`src/rtl/qdac_pkg.sv`:
```
package qdac_pkg;

    localparam int NUM_CH = 4;
    localparam int CODE_W = 8;
    localparam int SEL_W  = $clog2(NUM_CH);

    typedef logic [CODE_W-1:0] code_t;
    typedef logic [SEL_W-1:0]  sel_t;
    typedef logic [NUM_CH-1:0] ch_mask_t;

    // Host request after polarity conversion: strobe fields are 1 when active.
    typedef struct packed {
        logic  wr_low;
        logic  ld_low;
        sel_t  sel;
        code_t data;
    } host_req_t;

    typedef enum logic [1:0] {
        MODE_IDLE  = 2'b00,
        MODE_WRITE = 2'b01,
        MODE_LOAD  = 2'b10,
        MODE_FLOW  = 2'b11
    } strobe_mode_e;

    function automatic strobe_mode_e decode_mode(input logic wr_low, input logic ld_low);
        strobe_mode_e m;
        case ({ld_low, wr_low})
            2'b01:   m = MODE_WRITE;
            2'b10:   m = MODE_LOAD;
            2'b11:   m = MODE_FLOW;
            default: m = MODE_IDLE;
        endcase
        return m;
    endfunction

    function automatic ch_mask_t sel_onehot(input sel_t s);
        ch_mask_t r;
        r = '0;
        r[s] = 1'b1;
        return r;
    endfunction

    function automatic logic mode_writes(input strobe_mode_e m);
        return (m == MODE_WRITE) || (m == MODE_FLOW);
    endfunction

    function automatic logic mode_loads(input strobe_mode_e m);
        return (m == MODE_LOAD) || (m == MODE_FLOW);
    endfunction

endpackage

```
`src/rtl/qdac_sync.sv`:
```
module qdac_sync #(
    parameter int W      = 12,
    parameter int STAGES = 2
) (
    input  logic         clk,
    input  logic         rst,
    input  logic [W-1:0] d,
    output logic [W-1:0] q
);

    logic [STAGES-1:0][W-1:0] pipe;

    always_ff @(posedge clk) begin
        if (rst) begin
            pipe <= '0;
        end else begin
            pipe[0] <= d;
            for (int i = 1; i < STAGES; i++) begin
                pipe[i] <= pipe[i-1];
            end
        end
    end

    assign q = pipe[STAGES-1];

endmodule

```
`src/rtl/qdac_input_bank.sv`:
```
module qdac_input_bank
    import qdac_pkg::*;
(
    input  logic                   clk,
    input  logic                   rst,
    input  host_req_t              req,
    output logic [NUM_CH-1:0][CODE_W-1:0] stage_q,
    output logic [NUM_CH-1:0][CODE_W-1:0] stage_next
);

    strobe_mode_e mode;
    ch_mask_t     hit;
    logic         wr_en;

    assign mode  = decode_mode(req.wr_low, req.ld_low);
    assign wr_en = mode_writes(mode);
    assign hit   = sel_onehot(req.sel);

    for (genvar ch = 0; ch < NUM_CH; ch++) begin : g_ch
        always_comb begin
            if (wr_en && hit[ch]) begin
                stage_next[ch] = req.data;
            end else begin
                stage_next[ch] = stage_q[ch];
            end
        end

        always_ff @(posedge clk) begin
            if (rst) begin
                stage_q[ch] <= '0;
            end else begin
                stage_q[ch] <= stage_next[ch];
            end
        end

        AST_IDLE_CHANNEL_HOLDS: assert property (@(posedge clk) disable iff (rst)
            !(req.wr_low && (req.sel == sel_t'(ch))) |=> $stable(stage_q[ch]));
    end

endmodule

```
`src/rtl/qdac_load_bank.sv`:
```
module qdac_load_bank
    import qdac_pkg::*;
(
    input  logic                   clk,
    input  logic                   rst,
    input  logic                   ld_low,
    input  logic [NUM_CH-1:0][CODE_W-1:0] stage_next,
    output logic [NUM_CH-1:0][CODE_W-1:0] out_q
);

    for (genvar ch = 0; ch < NUM_CH; ch++) begin : g_ch
        always_ff @(posedge clk) begin
            if (rst) begin
                out_q[ch] <= '0;
            end else if (ld_low) begin
                out_q[ch] <= stage_next[ch];
            end
        end
    end

    AST_DAC_LATCHED_HOLDS: assert property (@(posedge clk) disable iff (rst)
        !ld_low |=> $stable(out_q));

endmodule

```
`src/rtl/qdac_hold_check.sv`:
```
module qdac_hold_check #(
    parameter int HOLD_CYCLES = 4
) (
    input  logic clk,
    input  logic rst,
    input  logic wr_low,
    input  logic ld_low,
    output logic hold_violation
);

    localparam int CNT_W = $clog2(HOLD_CYCLES + 1);
    localparam logic [CNT_W-1:0] LIMIT = CNT_W'(HOLD_CYCLES);

    logic             wr_prev, ld_prev;
    logic             armed;
    logic [CNT_W-1:0] gap;
    logic             wr_rise, ld_rise, overlap;

    assign wr_rise = wr_prev && !wr_low;
    assign ld_rise = ld_prev && !ld_low;
    assign overlap = wr_rise && ld_prev;

    always_ff @(posedge clk) begin
        if (rst) begin
            wr_prev        <= 1'b0;
            ld_prev        <= 1'b0;
            armed          <= 1'b0;
            gap            <= '0;
            hold_violation <= 1'b0;
        end else begin
            wr_prev <= wr_low;
            ld_prev <= ld_low;
            if (overlap) begin
                if (ld_rise) begin
                    hold_violation <= 1'b1;
                    armed          <= 1'b0;
                end else begin
                    armed <= 1'b1;
                    gap   <= CNT_W'(1);
                end
            end else if (armed) begin
                if (ld_rise) begin
                    if (gap < LIMIT) begin
                        hold_violation <= 1'b1;
                    end
                    armed <= 1'b0;
                end else if (gap < LIMIT) begin
                    gap <= gap + CNT_W'(1);
                end
            end
        end
    end

    AST_FLAG_STICKY: assert property (@(posedge clk) disable iff (rst)
        hold_violation |=> hold_violation);

    AST_GAP_BOUNDED: assert property (@(posedge clk) disable iff (rst)
        gap <= LIMIT);

endmodule

```
`src/rtl/qdac_if_top.sv`:
```
module qdac_if_top
    import qdac_pkg::*;
#(
    parameter int HOLD_CYCLES = 4,
    parameter int SYNC_STAGES = 2
) (
    input  logic                     clk,
    input  logic                     rst,
    input  logic [CODE_W-1:0]        data_in,
    input  logic [SEL_W-1:0]         addr_in,
    input  logic                     write_n,
    input  logic                     load_n,
    output logic [NUM_CH*CODE_W-1:0] dac_code,
    output logic                     hold_violation
);

    localparam int REQ_W = $bits(host_req_t);

    host_req_t        req_raw, req_s;
    logic [REQ_W-1:0] req_q;
    logic [NUM_CH-1:0][CODE_W-1:0] stage_q, stage_next, out_q;

    always_comb begin
        req_raw.wr_low = ~write_n;
        req_raw.ld_low = ~load_n;
        req_raw.sel    = addr_in;
        req_raw.data   = data_in;
    end

    qdac_sync #(.W(REQ_W), .STAGES(SYNC_STAGES)) sync_i (
        .clk (clk),
        .rst (rst),
        .d   (req_raw),
        .q   (req_q)
    );

    assign req_s = host_req_t'(req_q);

    qdac_input_bank in_bank_i (
        .clk        (clk),
        .rst        (rst),
        .req        (req_s),
        .stage_q    (stage_q),
        .stage_next (stage_next)
    );

    qdac_load_bank out_bank_i (
        .clk        (clk),
        .rst        (rst),
        .ld_low     (req_s.ld_low),
        .stage_next (stage_next),
        .out_q      (out_q)
    );

    qdac_hold_check #(.HOLD_CYCLES(HOLD_CYCLES)) hold_i (
        .clk            (clk),
        .rst            (rst),
        .wr_low         (req_s.wr_low),
        .ld_low         (req_s.ld_low),
        .hold_violation (hold_violation)
    );

    assign dac_code = out_q;

    AST_DAC_MATCHES_INPUT: assert property (@(posedge clk) disable iff (rst)
        ($past(req_s.ld_low) && !$past(req_s.wr_low)) |-> (out_q == stage_q));

endmodule

```
`config.mk`:
```
export PLATFORM = sky130hd
export DESIGN_NAME = qdac_if_top
export DESIGN_NICKNAME = d
export VERILOG_FILES = /design/src/rtl/qdac_pkg.sv /design/src/rtl/qdac_sync.sv /design/src/rtl/qdac_input_bank.sv /design/src/rtl/qdac_load_bank.sv /design/src/rtl/qdac_hold_check.sv /design/src/rtl/qdac_if_top.sv
export SDC_FILE = /design/constraint.sdc
export NUM_CORES = 1
export LEC_CHECK = 0
export ABC_CLOCK_PERIOD_IN_PS = 2200
export BUFFER_PORTS_ARGS = -buffer_cell sky130_fd_sc_hd__buf_2
export CAP_MARGIN = 20
export CORE_MARGIN = 2
export CORE_UTILIZATION = 52
export DETAILED_ROUTE_END_ITERATION = 8
export GPL_ROUTABILITY_DRIVEN = 0
export PLACE_DENSITY = 0.72
export SLEW_MARGIN = 20
export SYNTH_ARGS = -nofsm -noshare
export SYNTH_HDL_FRONTEND = slang
export SYNTH_HIERARCHICAL = 1
export SYNTH_SLANG_ARGS = --single-unit
```
`constraint.sdc`:
```
create_clock -name clk -period 2.2 [get_ports clk]
set_clock_uncertainty 0.15 [all_clocks]
set_input_delay 0.22 -clock clk [delete_from_list [all_inputs] [get_ports clk]]
set_output_delay 0.22 -clock clk [all_outputs]
set_load 0.005 [all_outputs]
```
; ---- Word-level counts from Yosys, hierarchy flattened
; Index checks and enable logic that the tools add are counted.
[word_totals]
mem_bits_rw = 0
regBits = 95
latch_bits = 0
mem_count = 0
rom_bits = 0
[op_classes]
shifts = 0
n_eq_ne = 5
n_lt_le_gt_ge = 3
n_addsub = 1
muxes = 20
n_mul = 0
n_div = 0
n_bitwise = 3
reduce_logical = 15
[ops]
columns = operator, n
row1 = $mux W8, 4
row2 = $mux W3, 5
row3 = $mux W1, 9
row4 = $logic_and A1 B1 Y1, 8
row5 = $eq A2 B2 Y1 const B, 3
row6 = $pmux W2 S3, 1
row7 = $reduce_and A3 Y1, 2
row8 = $eq A2 B1 Y1 const B, 2
row9 = $reduce_bool A2 Y1, 2
row10 = $add A3 B1 Y3 const B, 1
row11 = $lt A2 B3 Y1 const B, 1
row12 = $lt A3 B3 Y1 const B, 1
row13 = $not A1 Y1, 3
row14 = $demux W1 S2, 1
row15 = $ge A2 B1 Y1 const B, 1
row16 = $logic_not A1 Y1, 2
row17 = $logic_or A1 B1 Y1, 1

; ---- Depth between registers and ports, before layout
; Gate-level depths: netlist of the first run.
[logic_depth]
depth_word = 6
depth_mapped = 6
depth_no_buf = 4

; ---- By module
; Netlist of the first run, hierarchy kept.
[by_module_without_submodules]
columns = module, area_each_um2, seq_area_each_um2, cells_per_inst, n_inst
row1 = qdac_input_bank, 1691.6, 640.6, 151, 1
row2 = qdac_load_bank, 1163.6, 640.6, 103, 1
row3 = qdac_sync, 783.3, 480.5, 62, 1
row4 = qdac_hold_check, 297.8, 140.1, 30, 1
row5 = qdac_if_top, 7.5, 0.0, 2, 1

; ---- Worst setup path before layout of the first run
; OpenSTA, ideal clock, no wires.
[synth_path]
path_type = register to register
start = register sync_i.pipe, in the netlist sync_i/q[9]
end = register out_bank_i/out_q[0] (netlist bit)
path_stages_with_launch = 7
setup_ns = 0.128
slack_ns = 0.464
synth_period_minus_slack_ns = 1.736
required_ns = 1.922
arrival_time_ns = 1.458
path_buffers = 2
path_cell_list = dfxtp_1 buf_4 or3b_1 buf_6 mux2_4 mux2i_1 nor2_1
[synth_rtl]
columns = item, line
row1 = "start, declared", qdac_sync.sv:11  ; logic [STAGES-1:0][W-1:0] pipe;
row2 = "start signal, assigned by index", qdac_sync.sv:19  ; pipe[i] <= pipe[i-1];
row3 = "end signal, assigned by index", qdac_load_bank.sv:16  ; out_q[ch] <= stage_next[ch];
row4 = "end, declared", qdac_load_bank.sv:8  ; output logic [NUM_CH-1:0][CODE_W-1:0] out_q

==> flow_summary.yaml, run 1 <==
run_status:
  status: "completed"
final_layout:
  multi_input_area_mm2: 0.001785
  final_nets: 410
  fin_area_mm2: 0.004452
  area_growth_pct: 12.88
  stdcell_count: 499
  drive_gt1_share_pct: 29.25
  final_util_pct: 61.05
  regArea_mm2: 0.001903
  fill_cells: 657
  diodes: 0
clock_network:
  clock_latency_ns: 0.35
  path_clk_slew_ns: 0.09
  cts_max_level: 3
  cts_setup_buffers: 0
  clock-sinks: 95
  cts_made_buffers: 9
  clk_path_buf_depth: 2
  root_buffer: "clkbuf_8"
  cts_resized: 0
  tritoncts: "built"
synthesis:
  syn-cell-area_mm2: 0.003944
  synthTopCellsByCount: "dfxtp_1 (95), mux2i_1 (64), nand2b_1 (42), nor2_1 (33), mux2_2 (26)"
  synthArstFlopShare_pct: 0
  ys_warn_count: 6
  synth_largest_area_cell: "dfxtp_1"
  synthFlopType: "dfxtp_1"
  ys_top_cells_by_area: "dfxtp_1 (48%), mux2i_1 (16%), mux2_2 (7.4%), nand2b_1 (6.7%), nor2_1 (3.1%)"
  avgSynthCellArea_um2: 11.33
  syn_inst: 348
  ys_ff_latch: 95
  netlist.area_leader.share_pct: 48.22
  synth-seq-area-share_pct: 48.22
  synth-edff-count: 0
  synthesis.nets: 363
  ys_types: 32
  synth.most_common_cell: "dfxtp_1"
placement:
  dp_slack_ns: 0.3978
  place_inst: 471
  io_buffers: 46
  placed_area_mm2: 0.004126
  place_hpwl_um: 4310
global_routing:
  gr-usage-all-layers_pct: 17.44
  grt_start_max_net_pins: 104
  grt_pass1_wl_um: 11700
  grt_overflow: 0
  grt_pass1_vias: 2454
  antenna_found_initial: 0
timing:
  hold_viol: 0
  fin_ws_ns: 0.3665
  relSlewSlack_pct: 68.78
  period_needed_ns: 1.834
  rsz0062_at_grt: "no"
  min_period_over_period_pct: 83.34
  timing.fmax_mhz: 545.4
  finalSetupViolCount: 0
  slew_viol_final: 0
  fin_setup_tns_ns: 0
  worst_pin_slew_ns: 0.4663
critical_path:
  worstSetupEndpointType: "register"
  setup.worst_path.class: "reg -> reg"
  worst-path-buf-inv: 1
  critPathTopFamily: "multiplexers"
  critPathSlowestCell: "dfxtp_1"
  critPathMaxFanout: 12
  arrival_ns: 1.90
  reg2reg_depth: 5
  cp_num_cells: 5
  cp.required_ns: 2.27
  start_kind: "register"
  critPathMaxStageDelay_ns: 0.45
  crit_chain: "or3b_1 -> buf_4 -> mux2_4 -> mux2i_1 -> nor2_1"
floorplan:
  io_pins: 47
  coreArea_mm2: 0.007292
  fp-row-count: 31
  initial_core_util_pct: 54.08
  die_w_um: 91.09
  die_area_mm2: 0.008296
  die_h_um: 91.09
min_path:
  hold_class: "in -> reg"
  holdPathStages: 3
power:
  leakage_uw: 0.001986
  pwr-share-comb_pct: 4.6
  ir_drop_mv: 0.3432
  p_int_uw: 2460
  p_per_area_mw_per_mm2: 694.7
  switching_share_pct: 20.46
  clock_power_share_pct: 38.4
  pwr-share-seq_pct: 57.0
  p_sw_uw: 632.7
detailed_routing:
  postRouteAntennaNets: 0
  drt_wl_total_um: 6681
  num_vias: 2429
  routed_via_density: 4.868
  drt-wirelength-per-cell_um: 13.39
  drt_iter0_drc: 88
  drtPass1Iterations: 4
  drc: 0
flow_run:
  max_cap_viol_count: 0
-- layout make-up --
cell class	instances	share of cell area, %
sequential	95	42.75
inverter	3	0.2530
clock buffer	12	3.035
tap	99	2.782
timing repair buffer	66	9.500
clock inverter	4	1.574
multi-input combinational	220	40.11
-- through the flow --
step / power, µW / hold slack, ns
global placement: 1927 / 0.2702
global route: 3233 / 0.2544
floorplan: 1913 / 0.1391
finish: 3093 / 0.2354
CTS: 3132 / 0.2225
detailed placement: 1929 / 0.2724
-- kinds of logic (layout without fill, tap and decap cells) --
kind of cell	count (synthesis)	after routing	share of synthesized area [%]
flops	95	95	48.22
buf+inv	33	85	6.504
fa+ha+maj	1	1	0.3172
compound gates	8	8	1.491
mux	96	96	25.95
simple gates	115	115	17.51
-- timing repair --
action                                  in CTS  in global routing
hold endpoints to repair                    12                  0
hold buffers                                12                  0
endpoints found under the setup margin       0                  0
-- worst paths after layout --
kind,from,to,slack [ns]
min reg2reg,sync_i/pipe[10],sync_i/q[10],0.29
min,rst,out_bank_i/out_q[31],0.24
max,sync_i/q[11],out_bank_i/out_q[3],0.37
max reg2reg,sync_i/q[11],out_bank_i/out_q[3],0.37
-- cell usage in the layout (no fill, tap or decap), types with 2 or more instances in the layout --
cell type / count
a21oi_1: 2
a31oi_1: 2
and2b_1: 5
buf_2: 46
buf_4: 7
bufinv_16: 2
clkbuf_1: 3
clkbuf_8: 9
clkinv_2: 2
dfxtp_1: 94
dlygate4sd3_1: 12
inv_1: 3
mux2_2: 26
mux2_4: 6
mux2i_1: 64
nand2b_1: 42
nand3_1: 2
nand3b_1: 3
nor2_1: 33
nor2b_1: 8
nor2b_2: 14
-- worst min-delay path, delay by kind of cell --
kind	cells	cell delay, ns
simple gates	1	0.13
buf+inv	2	0.34
-- metal layers --
metal / vias up / global-route usage (%) / part of all wire (%)
li1: 1253 / - / -
met1: 1132 / 24.64 / 52
met2: 36 / 26.17 / 44
met3: 8 / 2.822 / 2.9
met4: 0 / 7.955 / 1.4
met5: - / 0 / 0
-- state kept, by name, indices dropped and copies added, names as in the netlist, 3 cells and up --
signal and cells:
hold_i/gap 3, out_bank_i/out_q 32, in_bank_i/stage_q 32, sync_i/q 12
sync_i/pipe 12
-- power groups by stage --
stage / Sequential (µW) / Clock, µW / Combinational, µW
3_3_place_gp: 1800 / 0 / 126
4_1_cts: 1760 / 1230 / 144
5_1_grt: 1770 / 1310 / 155
3_5_place_dp: 1800 / 0 / 127
2_1_floorplan: 1790 / 0 / 125
6_report: 1760 / 1190 / 142
(Power assumes the default switching activity.)
==> run 2, diff against run 1 <==
--- a/config.mk
+++ b/config.mk
@@ -5,7 +5,7 @@
 export SDC_FILE = /design/constraint.sdc
 export NUM_CORES = 1
 export LEC_CHECK = 0
-export ABC_CLOCK_PERIOD_IN_PS = 2200
+export ABC_CLOCK_PERIOD_IN_PS = 1800
 export BUFFER_PORTS_ARGS = -buffer_cell sky130_fd_sc_hd__buf_2
 export CAP_MARGIN = 20
 export CORE_MARGIN = 2
==> constraint.sdc (replaced) <==
create_clock -name clk -period 1.8 [get_ports clk]
set_clock_uncertainty 0.15 [all_clocks]
set_input_delay 0.18 -clock clk [delete_from_list [all_inputs] [get_ports clk]]
set_output_delay 0.18 -clock clk [all_outputs]
set_load 0.005 [all_outputs]
==> run 2 against run 1 <==
  * Hold slack got worse by 0.10 ns
  * Via count fell by 0.58%
  * Clock-buffer cell count unchanged
  * Register-to-register slack got worse by 0.23 ns
  * Wire length rose by 0.46%
  * Largest cell class unchanged
  * Sequential power rose by 22%
  * First-iteration DRC count up 43%
  * Flip-flop and latch count is the same
  * Final cell count rose by 0.20%
  * Sequential share of layout area down 0.31 points
  * Highest routed layer unchanged
  * Utilization increased by 0.45 points
==> flow_summary.yaml, run 2 (synthesis gave the netlist of run 1 again) <==
power:
  ir_drop_mv: 0.4567
  leakage_uw: 0.002009
  p_per_area_mw_per_mm2: 826.1
final_layout:
  area_growth_pct: 13.71
  layout.cells.most_common: "dfxtp_1"
  reg.largest.list: "in_bank_i/stage_q x32, out_bank_i/out_q x32"
  diodes: 0
  drive_gt1_share_pct: 29.93
  stdcell_count: 500
  fin_area_mm2: 0.004484
  final_nets: 411
  final_cell_mix: "dfxtp_1 (94), mux2i_1 (64), buf_2 (46)"
detailed_routing:
  drc: 0
  drt_iter0_drc: 126
  drt-wirelength-per-cell_um: 13.42
  routed_via_density: 4.830
  drtPass1Iterations: 4
  drt_wl_total_um: 6712
  num_vias: 2415
  postRouteAntennaNets: 0
run_status:
  status: "completed"
placement:
  io_buffers: 46
  place_hpwl_um: 4391
  placed_area_mm2: 0.004172
  place_inst: 472
floorplan:
  die_area_mm2: 0.008296
  fp-row-count: 31
  die_h_um: 91.09
  io_pins: 47
  initial_core_util_pct: 54.08
  die_w_um: 91.09
  coreArea_mm2: 0.007292
critical_path:
  worst-path-buf-inv: 0
  start_kind: "register"
  critPathMaxFanout: 9
  crit_chain: "or3b_4 -> mux2_4 -> mux2i_1 -> nor2_1"
  critPathMaxStageDelay_ns: 0.51
  arrival_ns: 1.75
  critPathTopFamily: "simple AND/OR/NAND/NOR gates"
  critPathSlowestCell: "or3b_4"
  setup.worst_path.class: "reg -> reg"
  r2r_setup_slack_ns: 0.14
  worstSetupEndpointType: "register"
  cp.required_ns: 1.89
global_routing:
  grt_start_max_net_pins: 81
  grt_pass1_vias: 2357
  grt_overflow: 0
  busiest_layer: "met2"
  grt_use_met3_pct: 3.237
  gr-usage-met1_pct: 24.61
  gr-usage-all-layers_pct: 17.27
  grt_pass1_wl_um: 11470
  use_met2_pct: 24.75
  antenna_found_initial: 0
timing:
  hold_viol: 0
  slew_viol_final: 0
  rsz0062_at_grt: "no"
  min_period_over_period_pct: 92.27
  worst_pin_slew_ns: 0.4876
  timing.fmax_mhz: 602.1
  finalSetupViolCount: 0
  period_needed_ns: 1.661
  relSlewSlack_pct: 67.35
clock_network:
  clk_path_buf_depth: 2
  root_buffer: "clkbuf_8"
  cts_max_level: 3
  cts_made_buffers: 9
  tritoncts: "built"
  path_clk_slew_ns: 0.09
  clock_latency_ns: 0.36
  clock-sinks: 95
flow_run:
  max_cap_viol_count: 0
min_path:
  hold_class: "in -> reg"
==> run 2: power by group <==
group	switching [µW]	internal (µW)	leakage, µW	total [µW]
Clock	697	675	0.000100	1370
Sequential	22.5	2130	0.000771	2150
Combinational	79.9	101	0.00114	180
==> run 2: repair_timing <==
action / CTS / global route
hold endpoints to repair: 12 / 0
gates resized for setup: 1 / 0
setup endpoints to repair: 8 / 0
hold buffers: 12 / 0
buffers inserted: 0 / 0
==> run 2: final timing paths <==
path,startpoint,end,depth (start not counted)
max,sync_i/q[9],out_bank_i/out_q[0],4
min,rst,hold_i/hold_violation,3
max reg2reg,sync_i/q[9],out_bank_i/out_q[0],4
min reg2reg,sync_i/pipe[11],sync_i/q[11],1
==> run 2: worst reg2reg max path, cell delays in order, from the launching register on <==
cell	delay (ns)
dfxtp_1	0.36
or3b_4	0.51
mux2_4	0.33
mux2i_1	0.15
nor2_1	0.05
==> run 2: per-layer routing <==
| metal | part of all wire (%) | wire, µm | vias up |
|---|---|---|---|
| li1 | - | - | 1243 |
| met1 | 52 | 3470 | 1111 |
| met2 | 43 | 2884 | 50 |
| met3 | 3.1 | 206 | 11 |
| met4 | 2.2 | 150 | 0 |
| met5 | 0 | 0 | - |
==> run 2: layout make-up <==
type,count,area (µm²)
well taps,99,123.9
multi-input cells,220,1788
fillers,637,2808
clock buffers,12,145.1
repair buffers,67,467.9
inverters,3,11.26
flip-flops and latches,95,1903
clock inverters,4,45.04
==> run 2: per-stage QoR <==
| stage | TNS [ns] | power (µW) | util, % | hold WS (ns) | worst slack (ns) |
|---|---|---|---|---|---|
| detailed placement | -0.04878 | 2362 | 57.21 | 0.2403 | -0.02583 |
| global route | 0 | 3861 | 61.50 | 0.1527 | 0.03394 |
| floorplan | 0 | 2338 | - | 0.09907 | 0.06436 |
| CTS | 0 | 3734 | 61.50 | 0.1338 | 0.1308 |
| finish | 0 | 3705 | 61.50 | 0.1336 | 0.1391 |
| global placement | 0 | 2359 | 57.21 | 0.2385 | 0.03208 |
==> run 3, diff against run 2 <==
--- a/config.mk
+++ b/config.mk
@@ -5,14 +5,15 @@
 export SDC_FILE = /design/constraint.sdc
 export NUM_CORES = 1
 export LEC_CHECK = 0
-export ABC_CLOCK_PERIOD_IN_PS = 1800
+export ABC_CLOCK_PERIOD_IN_PS = 1400
 export BUFFER_PORTS_ARGS = -buffer_cell sky130_fd_sc_hd__buf_2
 export CAP_MARGIN = 20
 export CORE_MARGIN = 2
 export CORE_UTILIZATION = 52
 export DETAILED_ROUTE_END_ITERATION = 8
 export GPL_ROUTABILITY_DRIVEN = 0
-export PLACE_DENSITY = 0.72
+export PLACE_DENSITY = 0.75
+export RECOVER_POWER = 100
 export SLEW_MARGIN = 20
 export SYNTH_ARGS = -nofsm -noshare
 export SYNTH_HDL_FRONTEND = slang
==> constraint.sdc (replaced) <==
create_clock -name clk -period 1.4 [get_ports clk]
set_clock_uncertainty 0.15 [all_clocks]
set_input_delay 0.14 -clock clk [delete_from_list [all_inputs] [get_ports clk]]
set_output_delay 0.14 -clock clk [all_outputs]
set_load 0.005 [all_outputs]
==> run 3 against run 2 <==
  * The flow now finishes with violations (setup timing)
  * Die area did not move
  * Hold slack got worse by 0.050 ns
  * Final area rose by 4.0%
  * Via count rose by 5.0%
  * Clock power rose by 20%
  * Critical path depth did not move
  * Critical endpoint unchanged
  * Largest power group unchanged
==> flow_summary.yaml, run 3 (synthesis gave the netlist of run 1 again) <==
global_routing:
  gr-usage-all-layers_pct: 18.26
  grt_start_max_net_pins: 48
  antenna_found_initial: 0
  grt_overflow: 0
  grt_pass1_vias: 2602
  grt_pass1_wl_um: 12100
clock_network:
  clock_latency_ns: 0.35
  clk_path_buf_depth: 2
  cts_made_buffers: 9
  root_buffer: "clkbuf_8"
  tritoncts: "built"
  cts_max_level: 3
  clock-sinks: 95
  path_clk_slew_ns: 0.09
detailed_routing:
  m1WireLength_um: 3515
  drt_iter0_drc: 106
  postRouteAntennaNets: 0
  drc: 0
  drt_wl_total_um: 7026
  top_layer_used: "met4"
  routed_via_density: 4.858
  drt-wirelength-per-cell_um: 13.46
  num_vias: 2536
  wl_met2_um: 3162
  routed-wl-met3_um: 214
  drtPass1Iterations: 5
min_path:
  hold_class: "in -> reg"
critical_path:
  critPathSlowestCell: "or3b_4"
  setup.worst_path.class: "reg -> reg"
  critPathMaxStageDelay_ns: 0.48
  cp.required_ns: 1.50
  start_kind: "register"
  critPathMaxFanout: 6
  crit_chain: "or3b_4 -> mux2_4 -> mux2i_1 -> nor2_1"
  worstSetupEndpointType: "register"
  arrival_ns: 1.73
placement:
  place_inst: 486
  placed_area_mm2: 0.004279
  place_hpwl_um: 4613
  io_buffers: 46
  dp_slack_ns: -0.2303
timing:
  rsz0062_at_grt: "yes"
  slew_viol_final: 0
  finalSetupViolCount: 34
  timing.fmax_mhz: 612.4
  relSlewSlack_pct: 81.76
  period_needed_ns: 1.633
  min_period_over_period_pct: 116.6
  fin_ws_ns: -0.2330
  hold_viol: 0
  worst_pin_slew_ns: 0.2735
final_layout:
  reg.largest.list: "in_bank_i/stage_q x32, out_bank_i/out_q x32"
  stdcell_count: 522
  drive_gt1_share_pct: 27.90
  layout.cells.most_common: "dfxtp_1"
  fin_area_mm2: 0.004666
  diodes: 0
  area_growth_pct: 18.31
  final_nets: 433
  final_cell_mix: "dfxtp_1 (92), mux2i_1 (64), nand2b_1 (42)"
flow_run:
  max_cap_viol_count: 0
floorplan:
  die_area_mm2: 0.008296
  die_h_um: 91.09
  coreArea_mm2: 0.007292
  die_w_um: 91.09
  fp-row-count: 31
  initial_core_util_pct: 54.08
  io_pins: 47
power:
  clock_power_share_pct: 35.1
  ir_drop_mv: 0.5342
  p_int_uw: 3629
  pwr-share-seq_pct: 59.2
  switching_share_pct: 22.26
  pwr-share-comb_pct: 5.6
  p_per_area_mw_per_mm2: 1000
  finalPower_uw: 4668
  leakage_uw: 0.002043
  p_sw_uw: 1039
run_status:
  status: "finished, violations left"
  violations: "setup timing"
==> run 3: cell types whose count changed in the layout (fill, tap and decap cells not counted), moves of 2 or more <==
| cell | change |
|---|---|
| nor2b_2 | -5 |
| mux2_2 | -8 |
| mux2_4 | +8 |
| buf_6 | +10 |
| buf_2 | -18 |
| buf_4 | +4 |
| nor2b_1 | +5 |
| dfxtp_1 | -2 |
| clkbuf_4 | +4 |
| clkbuf_1 | +21 |
==> run 3: layout make-up <==
| type | instances | area (µm²) |
|---|---|---|
| clock inverters | 3 | 17.52 |
| repair buffers | 88 | 629.4 |
| well taps | 99 | 123.9 |
| fillers | 637 | 2626 |
| flip-flops and latches | 95 | 1908 |
| inverters | 3 | 11.26 |
| multi-input cells | 221 | 1817 |
| clock buffers | 13 | 158.9 |
==> run 3: what timing repair did <==
| action | in CTS | in global routing |
|---|---|---|
| cloned | 1 | 0 |
| endpoints found under the setup margin | 35 | 41 |
| endpoints found under the hold margin | 12 | 0 |
| gates resized for setup | 23 | 2 |
| hold buffers | 12 | 0 |
| setup buffers | 9 | 0 |
| pin swaps | 2 | 0 |
==> run 3: path summary, 6_finish.rpt <==
check | cells after the start | start | slack (ns) | to
max | 4 | sync_i/q[8] | -0.23 | out_bank_i/out_q[0]
min reg2reg | 1 | sync_i/pipe[5] | 0.29 | sync_i/q[5]
min | 3 | rst | 0.08 | out_bank_i/out_q[22]
max reg2reg | 4 | sync_i/q[8] | -0.23 | out_bank_i/out_q[0]
==> run 3: power groups by stage <==
stage | sequential [µW] | clock (µW) | combinational [µW]
after floorplan | 2810 | 0 | 201
after global placement | 2830 | 0 | 229
after detailed placement | 2830 | 0 | 231
after CTS | 2770 | 1680 | 272
after global routing | 2770 | 1810 | 284
final | 2770 | 1640 | 264
==> run 3: worst max-delay path: cells and delay by family (launching register included) <==
family / cells / cell delay (ns)
flip-flops: 1 / 0.35
AND/OR/NAND/NOR: 2 / 0.54
multiplexers: 2 / 0.48
==> run 3: metal layers <==
| metal | vias up | GRT usage (%) |
|---|---|---|
| met1 | 1195 | 24.07 |
| met5 | - | 0 |
| met2 | 40 | 28.83 |
| li1 | 1290 | - |
| met4 | 0 | 8.712 |
| met3 | 11 | 3.485 |
==> run 3: stage by stage <==
step	util (%)	setup TNS [ns]	hold WS (ns)
2_1_floorplan	-	-3.883	0.05907
3_5_place_dp	58.68	-4.729	0.2042
6_report	63.98	-4.394	0.08396
3_3_place_gp	58.68	-4.023	0.2033
4_1_cts	64.74	-4.565	0.07358
5_1_grt	63.98	-6.860	0.08624
